<file path="src/rtl/adc_seq_pkg.sv">
package adc_seq_pkg;

   typedef enum logic [1:0] {
      ST_IDLE = 2'd0,
      ST_CONV = 2'd1,
      ST_GAP  = 2'd2
   } seq_state_e;

   localparam int CHAN_W = 3;
   localparam int VAL_W  = 12;
   localparam int WORD_W = CHAN_W + VAL_W;

   localparam logic [2:0] A_CTRL = 3'd0;
   localparam logic [2:0] A_LIST = 3'd1;
   localparam logic [2:0] A_GAP  = 3'd2;
   localparam logic [2:0] A_STAT = 3'd3;
   localparam logic [2:0] A_FIFO = 3'd4;

endpackage

</file>
<file path="src/rtl/adc_seq_fifo.sv">
module adc_seq_fifo #(
   parameter int W     = 15,
   parameter int DEPTH = 32,
   localparam int AW   = $clog2(DEPTH),
   localparam int CW   = AW + 1
) (
   input  logic          clk,
   input  logic          rst_n,
   input  logic          push,
   input  logic [W-1:0]  push_data,
   input  logic          pop,
   output logic [W-1:0]  head,
   output logic [CW-1:0] count,
   output logic          full,
   output logic          empty
);

   if ((1 << AW) != DEPTH || DEPTH < 2) begin : g_bad_depth
      $error("adc_seq_fifo: DEPTH must be a power of two, at least 2");
   end

   logic [W-1:0]  mem [DEPTH];
   logic [AW-1:0] wr_ptr, rd_ptr;
   logic [CW-1:0] cnt_q;
   logic          wr_ok, rd_ok;

   assign full  = (cnt_q == CW'(DEPTH));
   assign empty = (cnt_q == '0);
   assign wr_ok = push & ~full;
   assign rd_ok = pop & ~empty;
   assign head  = mem[rd_ptr];
   assign count = cnt_q;

   always_ff @(posedge clk) begin
      if (wr_ok) mem[wr_ptr] <= push_data;
   end

   always_ff @(posedge clk or negedge rst_n) begin
      if (!rst_n) begin
         wr_ptr <= '0;
         rd_ptr <= '0;
         cnt_q  <= '0;
      end else begin
         if (wr_ok) wr_ptr <= wr_ptr + 1'b1;
         if (rd_ok) rd_ptr <= rd_ptr + 1'b1;
         case ({wr_ok, rd_ok})
            2'b10:   cnt_q <= cnt_q + 1'b1;
            2'b01:   cnt_q <= cnt_q - 1'b1;
            default: cnt_q <= cnt_q;
         endcase
      end
   end

   p_pop_dec_r8: assert property (@(posedge clk) disable iff (!rst_n)
      (pop && !empty && !push) |=> (count == $past(count) - 1'b1));
   p_empty_read_r8: assert property (@(posedge clk) disable iff (!rst_n)
      (pop && empty && !push) |=> $stable(count));
   p_full_hold_r9: assert property (@(posedge clk) disable iff (!rst_n)
      (full && push && !pop) |=> full);

endmodule

</file>
<file path="src/rtl/adc_seq_gap_timer.sv">
module adc_seq_gap_timer #(
   parameter int GW = 15
) (
   input  logic          clk,
   input  logic          rst_n,
   input  logic          load,
   input  logic [GW-1:0] load_val,
   output logic          zero
);

   logic [GW-1:0] cnt_q;

   always_ff @(posedge clk or negedge rst_n) begin
      if (!rst_n)             cnt_q <= '0;
      else if (load)          cnt_q <= load_val;
      else if (cnt_q != '0)   cnt_q <= cnt_q - 1'b1;
   end

   assign zero = (cnt_q == '0);

   p_load_count_r7: assert property (@(posedge clk) disable iff (!rst_n)
      (load && load_val != '0) |=> !zero);

endmodule

</file>
<file path="src/rtl/adc_seq_engine.sv">
module adc_seq_engine
   import adc_seq_pkg::*;
#(
   parameter int NCH = 8,
   parameter int GW  = 15,
   localparam int IW = $clog2(NCH)
) (
   input  logic                  clk,
   input  logic                  rst_n,
   input  logic                  go,
   input  logic                  halt,
   input  logic                  cont,
   input  logic [NCH*CHAN_W-1:0] list,
   input  logic [IW-1:0]         max_idx,
   input  logic [GW-1:0]         gap_total,
   input  logic                  conv_done,
   output logic                  conv_req,
   output logic [CHAN_W-1:0]     conv_chan,
   output logic                  res_valid,
   output logic                  gap_busy,
   output logic                  seq_busy
);

   seq_state_e        state;
   logic [IW-1:0]     idx;
   logic              stop_pend;
   logic              last, carry_on, tmr_zero;
   logic [CHAN_W-1:0] entry [NCH];

   for (genvar g = 0; g < NCH; g++) begin : g_entry
      assign entry[g] = list[g*CHAN_W +: CHAN_W];
   end

   assign last      = (idx == max_idx);
   assign conv_req  = (state == ST_CONV);
   assign gap_busy  = (state == ST_GAP);
   assign seq_busy  = (state != ST_IDLE);
   assign conv_chan = entry[idx];
   assign res_valid = conv_req & conv_done;
   assign carry_on  = res_valid & ~go & ~halt & ~stop_pend & ~(last & ~cont);

   adc_seq_gap_timer #(.GW(GW)) u_gap (
      .clk      (clk),
      .rst_n    (rst_n),
      .load     (carry_on),
      .load_val (gap_total - 1'b1),
      .zero     (tmr_zero)
   );

   always_ff @(posedge clk or negedge rst_n) begin
      if (!rst_n) begin
         state     <= ST_IDLE;
         idx       <= '0;
         stop_pend <= 1'b0;
      end else if (go) begin
         state     <= ST_CONV;
         idx       <= '0;
         stop_pend <= 1'b0;
      end else begin
         case (state)
            ST_CONV: begin
               if (conv_done) begin
                  if (carry_on) begin
                     state <= ST_GAP;
                     idx   <= last ? '0 : idx + 1'b1;
                  end else begin
                     state <= ST_IDLE;
                  end
               end else if (halt) begin
                  stop_pend <= 1'b1;
               end
            end
            ST_GAP: begin
               if (halt || stop_pend) state <= ST_IDLE;
               else if (tmr_zero)     state <= ST_CONV;
            end
            default: begin
               state     <= ST_IDLE;
               stop_pend <= 1'b0;
            end
         endcase
      end
   end

   p_busy_after_start_r2: assert property (@(posedge clk) disable iff (!rst_n)
      go |=> (seq_busy && conv_req));
   p_chan_hold_r3: assert property (@(posedge clk) disable iff (!rst_n)
      (conv_req && !conv_done && !go) |=> $stable(conv_chan));
   p_gap_to_req_r7: assert property (@(posedge clk) disable iff (!rst_n)
      (gap_busy && tmr_zero && !halt && !stop_pend && !go) |=> conv_req);
   p_halt_in_gap_r10: assert property (@(posedge clk) disable iff (!rst_n)
      (gap_busy && halt && !go) |=> !seq_busy);

endmodule

</file>
<file path="src/rtl/adc_seq_ctrl.sv">
module adc_seq_ctrl
   import adc_seq_pkg::*;
#(
   parameter int NCH       = 8,
   parameter int DEPTH     = 32,
   parameter int DATA_W    = 12,
   parameter int CNT_BITS  = 8,
   parameter int UNIT_LOG2 = 2
) (
   input  logic              clk,
   input  logic              rst_n,
   input  logic              bus_wr,
   input  logic              bus_rd,
   input  logic [2:0]        bus_addr,
   input  logic [31:0]       bus_wdata,
   output logic [31:0]       bus_rdata,
   output logic              conv_req,
   output logic [2:0]        conv_chan,
   input  logic              conv_done,
   input  logic [DATA_W-1:0] conv_data
);

   localparam int IW     = $clog2(NCH);
   localparam int LW     = NCH * CHAN_W;
   localparam int GW     = CNT_BITS + 1 + 3 * UNIT_LOG2;
   localparam int CW     = $clog2(DEPTH) + 1;

   if ((1 << IW) != NCH || LW + IW > 32) begin : g_bad_nch
      $error("adc_seq_ctrl: NCH must be a power of two fitting the list word");
   end
   if (DATA_W > VAL_W || DATA_W < 1) begin : g_bad_data
      $error("adc_seq_ctrl: DATA_W must lie in 1..12");
   end
   if (6 + CW > 32 || CNT_BITS + 2 > 32) begin : g_bad_fields
      $error("adc_seq_ctrl: status or gap fields exceed the word");
   end

   logic              en_q, cont_q, ovf_q;
   logic [LW-1:0]     list_q;
   logic [IW-1:0]     maxi_q;
   logic [CNT_BITS-1:0] gcnt_q;
   logic [1:0]        gsel_q;
   logic [WORD_W-1:0] last_rd_q, head, push_word;
   logic [VAL_W-1:0]  val_ext;
   logic [CW-1:0]     fcount;
   logic              full, empty, res_valid, gap_busy, seq_busy;
   logic              wr_ctrl, go, halt, pop, drop;
   logic [GW-1:0]     gap_base, gap_total;
   logic              unused_wdata;

   assign unused_wdata = ^bus_wdata;

   assign wr_ctrl = bus_wr && (bus_addr == A_CTRL);
   assign go      = wr_ctrl & bus_wdata[2] & bus_wdata[0] & ~bus_wdata[3];
   assign halt    = wr_ctrl & ~go & (bus_wdata[3] | ~bus_wdata[0]);
   assign pop     = bus_rd && (bus_addr == A_FIFO);
   assign drop    = res_valid & full;

   assign gap_base  = GW'(gcnt_q) + GW'(1);
   assign gap_total = gap_base << (UNIT_LOG2 * int'(gsel_q));

   if (DATA_W == VAL_W) begin : g_val_full
      assign val_ext = conv_data;
   end else begin : g_val_pad
      assign val_ext = {{(VAL_W-DATA_W){1'b0}}, conv_data};
   end
   assign push_word = {conv_chan, val_ext};

   adc_seq_engine #(.NCH(NCH), .GW(GW)) u_engine (
      .clk       (clk),
      .rst_n     (rst_n),
      .go        (go),
      .halt      (halt),
      .cont      (cont_q),
      .list      (list_q),
      .max_idx   (maxi_q),
      .gap_total (gap_total),
      .conv_done (conv_done),
      .conv_req  (conv_req),
      .conv_chan (conv_chan),
      .res_valid (res_valid),
      .gap_busy  (gap_busy),
      .seq_busy  (seq_busy)
   );

   adc_seq_fifo #(.W(WORD_W), .DEPTH(DEPTH)) u_fifo (
      .clk       (clk),
      .rst_n     (rst_n),
      .push      (res_valid),
      .push_data (push_word),
      .pop       (pop),
      .head      (head),
      .count     (fcount),
      .full      (full),
      .empty     (empty)
   );

   always_ff @(posedge clk or negedge rst_n) begin
      if (!rst_n) begin
         en_q      <= 1'b0;
         cont_q    <= 1'b0;
         list_q    <= '0;
         maxi_q    <= '0;
         gcnt_q    <= '0;
         gsel_q    <= '0;
         ovf_q     <= 1'b0;
         last_rd_q <= '0;
      end else begin
         if (wr_ctrl) begin
            en_q   <= bus_wdata[0];
            cont_q <= bus_wdata[1];
         end
         if (bus_wr && bus_addr == A_LIST) begin
            list_q <= bus_wdata[LW-1:0];
            maxi_q <= bus_wdata[LW +: IW];
         end
         if (bus_wr && bus_addr == A_GAP) begin
            gcnt_q <= bus_wdata[CNT_BITS-1:0];
            gsel_q <= bus_wdata[CNT_BITS +: 2];
         end
         if (go)        ovf_q <= 1'b0;
         else if (drop) ovf_q <= 1'b1;
         if (pop && !empty) last_rd_q <= head;
      end
   end

   always_comb begin
      bus_rdata = '0;
      case (bus_addr)
         A_CTRL: bus_rdata[1:0] = {cont_q, en_q};
         A_LIST: begin
            bus_rdata[LW-1:0]  = list_q;
            bus_rdata[LW +: IW] = maxi_q;
         end
         A_GAP: begin
            bus_rdata[CNT_BITS-1:0]  = gcnt_q;
            bus_rdata[CNT_BITS +: 2] = gsel_q;
         end
         A_STAT: begin
            bus_rdata[5:0]     = {ovf_q, empty, full, seq_busy, gap_busy, conv_req};
            bus_rdata[6 +: CW] = fcount;
         end
         A_FIFO:  bus_rdata[WORD_W-1:0] = empty ? last_rd_q : head;
         default: bus_rdata = '0;
      endcase
   end

   p_ovf_sticky_r9: assert property (@(posedge clk) disable iff (!rst_n)
      (ovf_q && !go) |=> ovf_q);
   p_ovf_clear_r9: assert property (@(posedge clk) disable iff (!rst_n)
      go |=> !ovf_q);
   p_drop_sets_r9: assert property (@(posedge clk) disable iff (!rst_n)
      (drop && !go) |=> ovf_q);

endmodule

</file>
<file path="config.mk">
export PLATFORM = sky130hd
export DESIGN_NAME = adc_seq_ctrl
export DESIGN_NICKNAME = d
export VERILOG_FILES = /design/src/rtl/adc_seq_pkg.sv /design/src/rtl/adc_seq_fifo.sv /design/src/rtl/adc_seq_gap_timer.sv /design/src/rtl/adc_seq_engine.sv /design/src/rtl/adc_seq_ctrl.sv
export SDC_FILE = /design/constraint.sdc
export NUM_CORES = 1
export LEC_CHECK = 0
export BUFFER_PORTS_ARGS = -buffer_cell sky130_fd_sc_hd__buf_4
export CAP_MARGIN = 20
export CORE_UTILIZATION = 40
export DETAILED_ROUTE_END_ITERATION = 7
export GPL_ROUTABILITY_DRIVEN = 1
export SYNTH_ARGS = -nofsm -noshare
export SYNTH_HDL_FRONTEND = slang
export SYNTH_SLANG_ARGS = --single-unit
</file>
<file path="constraint.sdc">
create_clock -name clk -period 4.5 [get_ports clk]
set_input_delay 0.675 -clock clk [delete_from_list [all_inputs] [get_ports clk]]
set_output_delay 0.675 -clock clk [all_outputs]
set_load 0.01 [all_outputs]
</file>
== Word-level counts from Yosys, hierarchy flattened ==
Memories as Yosys holds them, arrays and structs flattened.
Index checks and enable logic that the tools add are counted.

* Flip-flop bits (word level): 92
* RAM bits: 480
* Input port bits: 52
* Output and inout bits: 36
* Word-level logic and storage cells: 118
* Memories kept: 1

* $add $sub $neg: 8
* $lt $le $gt $ge: 1
* Eq/ne operators: 15
* Shifts and indexed selects: 1
* Mux-type cells: 31
* Bitwise logic cells: 25
* Reductions and logical operators: 21

{| class="wikitable"
|+ Memories
! name !! words !! width !! rd ports !! clocked after Yosys merged registers in !! write ports !! line !! text
|-
| u_fifo.mem || 32 || 15 || 1 || 0 || 1 || adc_seq_fifo.sv:22 || <nowiki>logic [W-1:0] mem [DEPTH];</nowiki>
|}

{| class="wikitable"
|+ Operator list
! operator !! count
|-
| 15-bit 2-to-1 mux || 3
|-
| 8-bit case mux with 4 select lines || 1
|-
| 15-bit by 1-bit subtractor with 15-bit output, second input constant || 2
|-
| 3-bit 2-to-1 mux || 7
|-
| 15-bit zero test || 1
|-
| 15-bit nonzero test || 1
|-
| 9-bit by 3-bit << shifter with 15-bit output || 1
|-
| 1-bit AND || 14
|-
| 2-bit nonzero test || 7
|-
| 12-bit 2-to-1 mux || 1
|-
| 6-bit case mux with 2 select lines || 1
|-
| 5-bit by 1-bit adder with 5-bit output, second input constant || 2
|-
| 2-bit 2-to-1 mux || 5
|-
| 2-bit case mux with 5 select lines || 1
|-
| 8-bit by 1-bit adder with 9-bit output, second input constant || 1
|-
| 3-bit binary-select mux with 3-bit select || 1
|-
| 1-bit NOT || 9
|-
| 1-bit 2-to-1 mux || 7
|-
| 6-bit by 1-bit adder with 6-bit output, second input constant || 1
|-
| 3-bit by 2-bit equality test with 1-bit output, second input constant || 2
|-
| 6-bit equality test, second input constant || 1
|-
| 6-bit zero test || 1
|-
| 3-bit by 1-bit != test with 1-bit output, second input constant || 2
|-
| 2-bit case mux with 3 select lines || 1
|-
| 22 further kinds || 29
|}

== Depth between registers and ports, before layout ==
Gate-level depths: netlist of the first run.

* Depth in word-level cells: 16
* Depth in mapped cells: 15

== Cells and area by module ==
A second synthesis of the first run with hierarchy kept.

* Cells, all modules: 1391
* Area total of the unflattened synthesis: 24394.6 sq um

{| class="wikitable"
|+ By module, submodules not included
! module !! times used !! cells each !! area an instance (sq um) !! seq. area each (sq um)
|-
| adc_seq_fifo || 1 || 929 || 19361.1 || 14814.2
|-
| adc_seq_ctrl || 1 || 291 || 3350.7 || 1376.3
|-
| adc_seq_engine || 1 || 92 || 853.3 || 150.1
|-
| adc_seq_gap_timer || 1 || 79 || 829.5 || 375.4
|}

== Worst setup path after synthesis of the first run ==
OpenSTA, ideal clock, no wires.

* Kind: input -> register
* Start: in bus_wdata[2]
* End: reg u_engine.u_gap.cnt_q[12]
* Library setup time: 128 ps
* Data arrival time: 3372 ps
* Required time: 4372 ps
* Setup slack: 1000 ps
* Cell stages on the path: 12
* Path buffers: 2
* Cells stage by stage: or3b_4 > a211oi_2 > nand2_2 > buf_6 > clkbuf_1 > a21boi_0 > ha_1 > nor3b_1 > a32oi_1 > nand4b_2 > nor4_1 > mux2_1

* Longest elaborated chain between the ends: 11
* Elaborated cells between the ends (all ways): 13
* Those cells by class: mux (1); bitwise (11); reduce/logical (1)

{| class="wikitable"
|+ Ends and longest elaborated chain
! element !! line !! text
|-
| start: declaration || adc_seq_ctrl.sv:15 || <nowiki>input logic [31:0] bus_wdata,</nowiki>
|-
| 1-bit AND (*) (3 in series) || adc_seq_ctrl.sv:54 || <nowiki>assign go = wr_ctrl & bus_wdata[2] & bus_wdata[0] & ~bus_wdata[3];</nowiki>
|-
| 1-bit NOT (*) || adc_seq_engine.sv:40, adc_seq_ctrl.sv:55 ||
|-
| 1-bit AND (2 in series) || adc_seq_ctrl.sv:55 || <nowiki>assign halt = wr_ctrl & ~go & (bus_wdata[3] | ~bus_wdata[0]);</nowiki>
|-
| 1-bit NOT || adc_seq_engine.sv:40 || <nowiki>assign carry_on = res_valid & ~go & ~halt & ~stop_pend & ~(last & ~cont);</nowiki>
|-
| 1-bit AND (*) (3 in series) || adc_seq_engine.sv:40 ||
|-
| 15-bit 2-to-1 mux or 2-bit nonzero test (tied branches) || n/a ||
|-
| end signal: assignment || adc_seq_gap_timer.sv:15 || <nowiki>else if (load) cnt_q <= load_val;</nowiki>
|-
| end signal: assignment || adc_seq_gap_timer.sv:16 || <nowiki>else if (cnt_q != '0) cnt_q <= cnt_q - 1'b1;</nowiki>
|-
| end: declaration || adc_seq_gap_timer.sv:11 || <nowiki>logic [GW-1:0] cnt_q;</nowiki>
|}

Mark *: on every way between the ends. The rest lies on a longest branch, timed or not.
A chain may end at the register's enable or synchronous reset.

== Worst setup path in the final report of the first run ==
* Start: reg u_fifo.rd_ptr[0]
* End: out bus_rdata[9]

* Longest elaborated chain between the ends: 3

{| class="wikitable"
|+ Ends and longest elaborated chain
! element !! line !! text
|-
| start: declaration || adc_seq_fifo.sv:23 || <nowiki>logic [AW-1:0] wr_ptr, rd_ptr;</nowiki>
|-
| start signal: assignment || adc_seq_fifo.sv:45 || <nowiki>if (rd_ok) rd_ptr <= rd_ptr + 1'b1;</nowiki>
|-
| memory 32 x 15 bit || n/a ||
|-
| 15-bit 2-to-1 mux || adc_seq_ctrl.sv:143 || <nowiki>A_FIFO: bus_rdata[WORD_W-1:0] = empty ? last_rd_q : head;</nowiki>
|-
| 8-bit case mux with 4 select lines || adc_seq_ctrl.sv:129 || <nowiki>case (bus_addr)</nowiki>
|-
| end: declaration || adc_seq_ctrl.sv:16 || <nowiki>output logic [31:0] bus_rdata,</nowiki>
|}

No other way between the ends.

==> impl_metrics.prom, run 1 <==
# TYPE chip_impl_metric gauge
chip_impl_metric{name="max-slew-margin-rel",unit=""} 0.2345
chip_impl_metric{name="p_per_area",unit="nW/um^2"} 557.4
chip_impl_metric{name="hold_buffers",unit=""} 0
chip_impl_info{name="critPathKind",value="flip-flop to primary output"} 1
chip_impl_info{name="clock_tree.root_cell",value="sky130_fd_sc_hd__clkbuf_16"} 1
chip_impl_metric{name="floorplan.die_area",unit="sq um"} 60770
chip_impl_metric{name="height_of_the_die",unit="microns"} 246.5
chip_impl_metric{name="placeableCoreArea",unit="sq um"} 59020
chip_impl_metric{name="antenna_found_initial",unit=""} 1
chip_impl_metric{name="track_usage",unit=""} 0.1868
chip_impl_metric{name="cts_made_buffers",unit=""} 60
chip_impl_metric{name="viasPerCell",unit=""} 5.551
chip_impl_info{name="cp-end-kind",value="primary output"} 1
chip_impl_metric{name="clockBufferDepth",unit=""} 3
chip_impl_metric{name="crit_path_max_fanout",unit=""} 7
chip_impl_metric{name="timing.critical_path.required",unit="ns"} 3.83
chip_impl_metric{name="final_max_slew_violation_count",unit=""} 0
chip_impl_info{name="rsz0062_at_grt",value="no"} 1
chip_impl_metric{name="min_period_over_period",unit=""} 0.9550
chip_impl_metric{name="finalNetCount",unit=""} 1498
chip_impl_metric{name="synth_edf_count",unit=""} 480
chip_impl_metric{name="antennaDiodeCount",unit=""} 0
chip_impl_info{name="layout.cells.most_common_list",value="480 x sky130_fd_sc_hd__edfxtp_1, 158 x sky130_fd_sc_hd__mux4_2, 135 x sky130_fd_sc_hd__buf_4"} 1
chip_impl_metric{name="final-setup-viol-count",unit=""} 0
chip_impl_info{name="synth_ff_type",value="sky130_fd_sc_hd__edfxtp_1"} 1
chip_impl_metric{name="pin_count_of_the_biggest_net_entering_global_routing",unit=""} 61
chip_impl_metric{name="peak_supply_drop",unit="mV"} 0.3956
chip_impl_metric{name="num_rows",unit=""} 89
chip_impl_metric{name="route.detailed.drc",unit=""} 0
chip_impl_metric{name="proportion_of_synthesized_chip_area_in_sequential_cells",unit=""} 0.6990
chip_impl_metric{name="fin_crit",unit="ns"} 4.297
chip_impl_info{name="tritoncts",value="done"} 1
chip_impl_metric{name="drtIter0Drc",unit=""} 1235
chip_impl_metric{name="first_pass_grt_wire_length",unit="mm"} 83.62
chip_impl_metric{name="via_count",unit=""} 12500
chip_impl_metric{name="ys_warn_count",unit=""} 0
chip_impl_metric{name="max_freq",unit="MHz"} 232.7
chip_impl_metric{name="h-tree-depth",unit=""} 2
chip_impl_metric{name="global_route.overflow_total",unit=""} 0
chip_impl_metric{name="top_level_ports",unit=""} 88
chip_impl_metric{name="detail_route.wirelength",unit="mm"} 55.05
chip_impl_info{name="holdCritPathClass",value="input pin to asynchronous set/reset pin"} 1
chip_impl_metric{name="max_cap_viol_count",unit=""} 0
chip_impl_metric{name="yosys.cell_types.count",unit=""} 73
chip_impl_info{name="mostFrequentLayoutCell",value="sky130_fd_sc_hd__edfxtp_1"} 1
chip_impl_metric{name="wire_per_inst",unit="microns"} 24.44
chip_impl_metric{name="cts.sinks",unit=""} 572
chip_impl_metric{name="cp_data_arrival_time",unit="ns"} 3.62
chip_impl_metric{name="place_hpwl",unit="mm"} 33.98
chip_impl_metric{name="synthCells",unit=""} 1303
chip_impl_metric{name="port_buffers",unit=""} 77
chip_impl_metric{name="grt_pass1_vias",unit=""} 13010
chip_impl_metric{name="finalHoldViolCount",unit=""} 0
chip_impl_metric{name="final_layout_size_suffix_gt1_frac",unit=""} 0.3144
chip_impl_metric{name="setup_tns",unit="ns"} 0
chip_impl_metric{name="slew_worst_pin",unit="ns"} 1.148
chip_impl_metric{name="firstDrtPassIters",unit=""} 5
chip_impl_metric{name="die_width",unit="microns"} 246.5
chip_impl_metric{name="netlist_area",unit="sq um"} 23920
chip_impl_metric{name="average_footprint_of_a_synthesized_cell",unit="sq um"} 18.35
chip_impl_info{name="worstSetupStartpointType",value="flip-flop"} 1
chip_impl_metric{name="initial_utilization",unit=""} 0.4052
chip_impl_metric{name="clk_latency",unit="ns"} 0.67
chip_impl_metric{name="clk_transition_reported_paths",unit="ns"} 0.06
chip_impl_metric{name="ys_seq_elements",unit=""} 572
chip_impl_metric{name="layout.core_utilization",unit=""} 0.4733
chip_impl_metric{name="largest_clock_skew_in_the_final_design",unit="ns"} 0.07064
chip_impl_metric{name="drtAntennaViolNets",unit=""} 0
chip_impl_metric{name="rd_place_congestion",unit=""} 0.8201
chip_impl_metric{name="syn2layout_area_growth",unit="%"} 16.80
chip_impl_metric{name="postSynth.asyncResetShare",unit=""} 0.1608
chip_impl_info{name="status",value="completed"} 1
chip_impl_metric{name="power.static_leakage",unit="uW"} 0.009380
logic make-up after synthesis:
family | after synthesis | synth area share
multiplexers | 227 | 0.1803
XOR/XNOR | 26 | 0.009522
buffers and inverters | 102 | 0.01789
flip-flops | 572 | 0.6990
AO/OA/AOI/OAI | 141 | 0.03840
AND/OR/NAND/NOR | 217 | 0.04557
other | 1 | 0.0001568
adder cells (fa/ha/maj) | 17 | 0.009208
area by class of cell:
type                       instances  area [sq um]
fill                            4935         31090
tap                              773         967.2
timing repair buffer             145          1214
clock buffer                      73          1570
multi-input combinational        633          6795
inverter                          17         63.81
sequential                       572         16720
clock inverter                    39         598.1
worst max-delay path, cell delays in order (launching register included):
cell and delay [ns]:
sky130_fd_sc_hd__dfrtp_4 0.45, sky130_fd_sc_hd__buf_12 0.14, sky130_fd_sc_hd__buf_4 0.19, sky130_fd_sc_hd__mux4_2 0.52
sky130_fd_sc_hd__mux4_2 0.55, sky130_fd_sc_hd__mux2i_1 0.52, sky130_fd_sc_hd__nor2_1 0.08, sky130_fd_sc_hd__a21oi_1 0.18
sky130_fd_sc_hd__o22ai_1 0.16, sky130_fd_sc_hd__buf_4 0.17
what timing repair did:
| item | 4_1_cts | 5_1_grt |
|---|---|---|
| setup endpoints to repair | 2 | 0 |
| setup buffers | 4 | 0 |
| resized for setup | 1 | 0 |
flip-flops by register name, summed over array words and instances (netlist names):
name,cells
u_engine.stop_pend,1
u_engine.u_gap.cnt_q,15
u_fifo.wr_ptr,5
u_engine.state,2
last_rd_q,15
u_fifo.rd_ptr,5
gsel_q,2
list_q,24
cont_q,1
maxi_q,3
en_q,1
u_fifo.mem,480
gcnt_q,8
u_fifo.count,6
ovf_q,1
u_engine.idx,3
layer usage:
layer | wire length (microns) | vias to the layer above | share of wire | global-route usage
li1 | - | 5469 | - | -
met1 | 24540 | 6559 | 0.45 | 0.2684
met2 | 25780 | 387 | 0.47 | 0.2896
met3 | 3538 | 84 | 0.064 | 0.03497
met4 | 1183 | 2 | 0.021 | 0.05501
met5 | 11 | - | 0.00020 | 0
per-stage QoR:
step	total power, uW	cells	setup WS, ns	hold WS, ns	area [sq um]
6_report	15570	2252	0.2026	0.1531	27930
5_1_grt	16260	2252	0.06660	0.1822	27930
3_5_place_dp	10340	2136	0.6528	0.4703	25720
4_1_cts	15760	2252	0.1791	0.1359	27930
3_3_place_gp	10290	2136	0.6616	0.4638	25720
2_1_floorplan	9093	1307	1.001	0.3794	23930
synthesized netlist by cell type, types with 14 or more instances:
cell type                  number  area share
sky130_fd_sc_hd__edfxtp_1     480        0.60
sky130_fd_sc_hd__mux4_2       158        0.15
sky130_fd_sc_hd__dfrtp_1       92       0.096
sky130_fd_sc_hd__nor2_1        77       0.012
sky130_fd_sc_hd__clkbuf_1      56      0.0088
sky130_fd_sc_hd__nand2_1       50      0.0078
sky130_fd_sc_hd__mux2_2        48       0.023
sky130_fd_sc_hd__o21ai_0       43      0.0090
sky130_fd_sc_hd__a21oi_1       36      0.0075
sky130_fd_sc_hd__xnor2_1       20      0.0073
sky130_fd_sc_hd__mux2i_1       19      0.0080
sky130_fd_sc_hd__inv_1         17      0.0027
sky130_fd_sc_hd__ha_1          16      0.0084
sky130_fd_sc_hd__buf_1         15      0.0024
sky130_fd_sc_hd__o22ai_1       14      0.0037
where the power goes:
group / switching, uW / total [uW] / leakage, uW / internal, uW
Sequential: 259 / 6320 / 0.00546 / 6060
Combinational: 1960 / 3910 / 0.00287 / 1950
Clock: 2100 / 5350 / 0.00105 / 3240
final timing paths:
check,depth (start not counted),start,slack (ns),end
min reg2reg,2,last_rd_q[7]$_DFFE_PN0P_,0.48,last_rd_q[7]$_DFFE_PN0P_
min in group clk,2,bus_wdata[15],0.27,list_q[15]$_DFFE_PN0P_
max in group asynchronous,2,rst_n,3.36,u_fifo.rd_ptr[0]$_DFFE_PN0P_
max reg2reg,13,u_fifo.count[4]$_DFFE_PN0P_,0.84,u_fifo.count[5]$_DFFE_PN0P_
max,9,u_fifo.rd_ptr[0]$_DFFE_PN0P_,0.20,bus_rdata[9]
min,1,rst_n,0.15,list_q[20]$_DFFE_PN0P_
Power figures use the tool's default switching activity.
==> run 2: changes to the inputs <==
Settings changed: ABC_AREA from default to 1.
==> impl_metrics.prom, run 2 <==
# TYPE chip_impl_metric gauge
chip_impl_metric{name="final_cell_count_no_fill",unit=""} 3033
chip_impl_metric{name="cts_resized",unit=""} 0
chip_impl_metric{name="power.total",unit="uW"} 17600
chip_impl_metric{name="drtAntennaViolNets",unit=""} 0
chip_impl_metric{name="drtIter0Drc",unit=""} 1630
chip_impl_metric{name="cts.sinks",unit=""} 572
chip_impl_metric{name="viasPerCell",unit=""} 5.518
chip_impl_metric{name="max_cap_viol_count",unit=""} 0
chip_impl_metric{name="ys_seq_elements",unit=""} 572
chip_impl_metric{name="detail_route.wirelength",unit="mm"} 64.30
chip_impl_metric{name="netlist_area",unit="sq um"} 24320
chip_impl_metric{name="port_buffers",unit=""} 77
chip_impl_info{name="critPathKind",value="flip-flop to primary output"} 1
chip_impl_info{name="mostFrequentLayoutCell",value="sky130_fd_sc_hd__edfxtp_1"} 1
chip_impl_metric{name="grt_pass1_vias",unit=""} 16250
chip_impl_info{name="cp_cell_sequence",value="inv_6, buf_12, o21ai_0, o221ai_1, o211ai_1, nand3_1, o21ai_0, and2_1, o22ai_1, buf_4"} 1
chip_impl_metric{name="area.sequential",unit="sq um"} 16720
chip_impl_info{name="tritoncts",value="done"} 1
chip_impl_info{name="layout.cells.most_common_list",value="480 x sky130_fd_sc_hd__edfxtp_1, 350 x sky130_fd_sc_hd__nor2_1, 318 x sky130_fd_sc_hd__o21ai_0"} 1
chip_impl_metric{name="average_footprint_of_a_synthesized_cell",unit="sq um"} 11.44
chip_impl_info{name="ys_top_cells_by_count",value="480 x sky130_fd_sc_hd__edfxtp_1, 351 x sky130_fd_sc_hd__nor2_1, 318 x sky130_fd_sc_hd__o21ai_0, 213 x sky130_fd_sc_hd__nand2_1, 102 x sky130_fd_sc_hd__nand3_1"} 1
chip_impl_info{name="clock_tree.root_cell",value="sky130_fd_sc_hd__clkbuf_16"} 1
chip_impl_metric{name="peak_supply_drop",unit="mV"} 0.3516
chip_impl_metric{name="cp_data_arrival_time",unit="ns"} 3.59
chip_impl_metric{name="antenna_found_initial",unit=""} 1
chip_impl_metric{name="final_layout_size_suffix_gt1_frac",unit=""} 0.1315
chip_impl_metric{name="crit_path_max_fanout",unit=""} 72
chip_impl_metric{name="proportion_of_synthesized_chip_area_in_sequential_cells",unit=""} 0.6872
chip_impl_info{name="worstSetupStartpointType",value="flip-flop"} 1
chip_impl_metric{name="largest_clock_skew_in_the_final_design",unit="ns"} 0.02116
chip_impl_metric{name="finalNetCount",unit=""} 2274
chip_impl_metric{name="global_route.overflow_total",unit=""} 0
chip_impl_metric{name="clk_latency",unit="ns"} 0.62
chip_impl_metric{name="yosys.cell_types.count",unit=""} 46
chip_impl_metric{name="wire_per_inst",unit="microns"} 21.20
chip_impl_info{name="crit_slowest_cell",value="sky130_fd_sc_hd__dfrtp_4"} 1
chip_impl_metric{name="ys_warn_count",unit=""} 0
chip_impl_metric{name="min_period_over_period",unit=""} 0.9487
chip_impl_metric{name="total_instance_count_after_detailed_placement",unit=""} 2924
chip_impl_metric{name="timing.critical_path.required",unit="ns"} 3.83
chip_impl_metric{name="h-tree-depth",unit=""} 2
chip_impl_metric{name="cp_max_stage_delay",unit="ns"} 0.64
chip_impl_metric{name="cts_made_buffers",unit=""} 61
chip_impl_info{name="rsz0062_at_grt",value="no"} 1
chip_impl_info{name="cp-end-kind",value="primary output"} 1
chip_impl_metric{name="max-slew-margin-rel",unit=""} 0.3557
chip_impl_metric{name="floorplan.die_area",unit="sq um"} 61800
chip_impl_metric{name="rd_place_congestion",unit=""} 0.8426
chip_impl_metric{name="setup_tns",unit="ns"} 0
chip_impl_info{name="holdCritPathClass",value="input pin to asynchronous set/reset pin"} 1
chip_impl_info{name="synth_area_leaders",value="sky130_fd_sc_hd__edfxtp_1 59%, sky130_fd_sc_hd__dfrtp_1 9.5%, sky130_fd_sc_hd__o21ai_0 6.5%, sky130_fd_sc_hd__nor2_1 5.4%, sky130_fd_sc_hd__nand2_1 3.3%"} 1
chip_impl_info{name="synthMostInstantiatedCell",value="sky130_fd_sc_hd__edfxtp_1"} 1
chip_impl_metric{name="post_cts_buffers",unit=""} 0
chip_impl_info{name="cpLargestDelayFamily",value="buffers and inverters"} 1
chip_impl_info{name="largest-register",value="u_fifo.mem"} 1
chip_impl_metric{name="multi_input_area",unit="sq um"} 6743
chip_impl_metric{name="firstDrtPassIters",unit=""} 5
chip_impl_metric{name="final-setup-viol-count",unit=""} 0
chip_impl_metric{name="finalHoldViolCount",unit=""} 0
chip_impl_metric{name="power.static_leakage",unit="uW"} 0.009969
chip_impl_metric{name="place_hpwl",unit="mm"} 37.40
chip_impl_metric{name="clockBufferDepth",unit=""} 3
chip_impl_metric{name="pin_count_of_the_biggest_net_entering_global_routing",unit=""} 132
chip_impl_metric{name="initial_utilization",unit=""} 0.4038
chip_impl_metric{name="final_max_slew_violation_count",unit=""} 0
chip_impl_metric{name="synth_edf_count",unit=""} 480
chip_impl_info{name="yosysTopAreaCell",value="sky130_fd_sc_hd__edfxtp_1"} 1
chip_impl_metric{name="layout.core_utilization",unit=""} 0.4648
chip_impl_metric{name="die_width",unit="microns"} 248.6
chip_impl_metric{name="post-synth-top-area-fraction",unit=""} 0.5926
chip_impl_metric{name="layout.filler_cells",unit=""} 5404
chip_impl_info{name="layout_top_registers",value="u_fifo.mem (480), list_q (24)"} 1
chip_impl_metric{name="num_rows",unit=""} 90
chip_impl_metric{name="number_of_flip_flops_under_the_largest_register_name",unit=""} 480
chip_impl_metric{name="placeableCoreArea",unit="sq um"} 60250
chip_impl_metric{name="postSynth.asyncResetShare",unit=""} 0.1608
chip_impl_metric{name="track_usage",unit=""} 0.2063
chip_impl_metric{name="first_pass_grt_wire_length",unit="mm"} 97.79
chip_impl_metric{name="p_per_area",unit="nW/um^2"} 628.4
chip_impl_info{name="synth_ff_type",value="sky130_fd_sc_hd__edfxtp_1"} 1
chip_impl_info{name="crit_top_cell",value="sky130_fd_sc_hd__o21ai_0"} 1
chip_impl_metric{name="critical_path.n_buffers_inverters",unit=""} 3
chip_impl_metric{name="via_count",unit=""} 16740
chip_impl_metric{name="slew_worst_pin",unit="ns"} 0.9654
chip_impl_metric{name="antennaDiodeCount",unit=""} 0
chip_impl_metric{name="top_level_ports",unit=""} 88
chip_impl_metric{name="clk_transition_reported_paths",unit="ns"} 0.06
chip_impl_metric{name="synthCells",unit=""} 2127
chip_impl_metric{name="route.detailed.drc",unit=""} 0
chip_impl_metric{name="max_freq",unit="MHz"} 234.2
chip_impl_metric{name="syn2layout_area_growth",unit="%"} 15.12
chip_impl_metric{name="height_of_the_die",unit="microns"} 248.6
chip_impl_info{name="status",value="completed"} 1
chip_impl_metric{name="hold_buffers",unit=""} 0
chip_impl_metric{name="fin_crit",unit="ns"} 4.269
-- run 2: cell count changes in the layout (fill, tap and decap cells not counted), moves of 47 or more --
cell / before / now
sky130_fd_sc_hd__inv_1: 17 / 93
sky130_fd_sc_hd__mux4_2: 158 / 0
sky130_fd_sc_hd__nand2_1: 50 / 213
sky130_fd_sc_hd__nand3_1: 6 / 102
sky130_fd_sc_hd__nor2_1: 77 / 350
sky130_fd_sc_hd__o21ai_0: 43 / 318
sky130_fd_sc_hd__o221ai_1: 0 / 47
sky130_fd_sc_hd__o22ai_1: 14 / 76
-- run 2: area by class of cell --
class / count / area share
Clock inverter: 35 / 0.01475
Sequential cell: 572 / 0.5972
Timing Repair Buffer: 137 / 0.03941
Multi-Input combinational cell: 1327 / 0.2408
Tap cell: 782 / 0.03494
Inverter: 106 / 0.01439
Clock buffer: 74 / 0.05849
-- run 2: final timing paths --
kind	cells past startpoint	slack, ns	from	to
max in group asynchronous	2	3.38	rst_n	u_engine.u_gap.cnt_q[13]$_DFFE_PN0P_
min in group clk	2	0.30	bus_wdata[12]	list_q[12]$_DFFE_PN0P_
setup / recovery	10	0.23	u_fifo.rd_ptr[0]$_DFFE_PN0P_	bus_rdata[13]
hold / removal	1	0.22	rst_n	list_q[5]$_DFFE_PN0P_
setup reg to reg	19	1.01	u_fifo.count[4]$_DFFE_PN0P_	u_fifo.count[5]$_DFFE_PN0P_
hold reg to reg	2	0.48	last_rd_q[5]$_DFFE_PN0P_	last_rd_q[5]$_DFFE_PN0P_
-- run 2: per-stage QoR --
stage	worst slack, ns	cell area, sq um	hold WS (ns)
2_1_floorplan	1.585	24340	0.3794
3_3_place_gp	0.9461	25950	0.4572
3_5_place_dp	0.9384	25950	0.4623
4_1_cts	0.2747	28000	0.2267
5_1_grt	0.01952	28000	0.2815
6_report	0.2308	28000	0.2160
-- run 2: routing by layer --
| metal | up-vias | share of wire | track usage |
|---|---|---|---|
| met4 | 2 | 0.023 | 0.06193 |
| met1 | 8272 | 0.45 | 0.2934 |
| li1 | 7801 | - | - |
| met3 | 86 | 0.066 | 0.03088 |
| met5 | - | 0.00019 | 0 |
| met2 | 574 | 0.46 | 0.3275 |
-- run 2: cells by family (layout without fill, tap and decap cells) --
| group | Yosys count | in the layout | share of synthesized area |
|---|---|---|---|
| adder cells (fa/ha/maj) | 17 | 17 | 0.009053 |
| flip-flops | 572 | 572 | 0.6872 |
| XOR/XNOR | 12 | 12 | 0.004321 |
| buffers and inverters | 232 | 352 | 0.03837 |
| AO/OA/AOI/OAI | 560 | 560 | 0.1304 |
| multiplexers | 3 | 3 | 0.001389 |
| AND/OR/NAND/NOR | 730 | 730 | 0.1291 |
| other | 1 | 5 | 0.0001542 |
-- run 2: report_power, final --
| group | internal, uW | switching, uW |
|---|---|---|
| combinational | 1700 | 4100 |
| sequential | 6320 | 359 |
| clock | 3090 | 2040 |
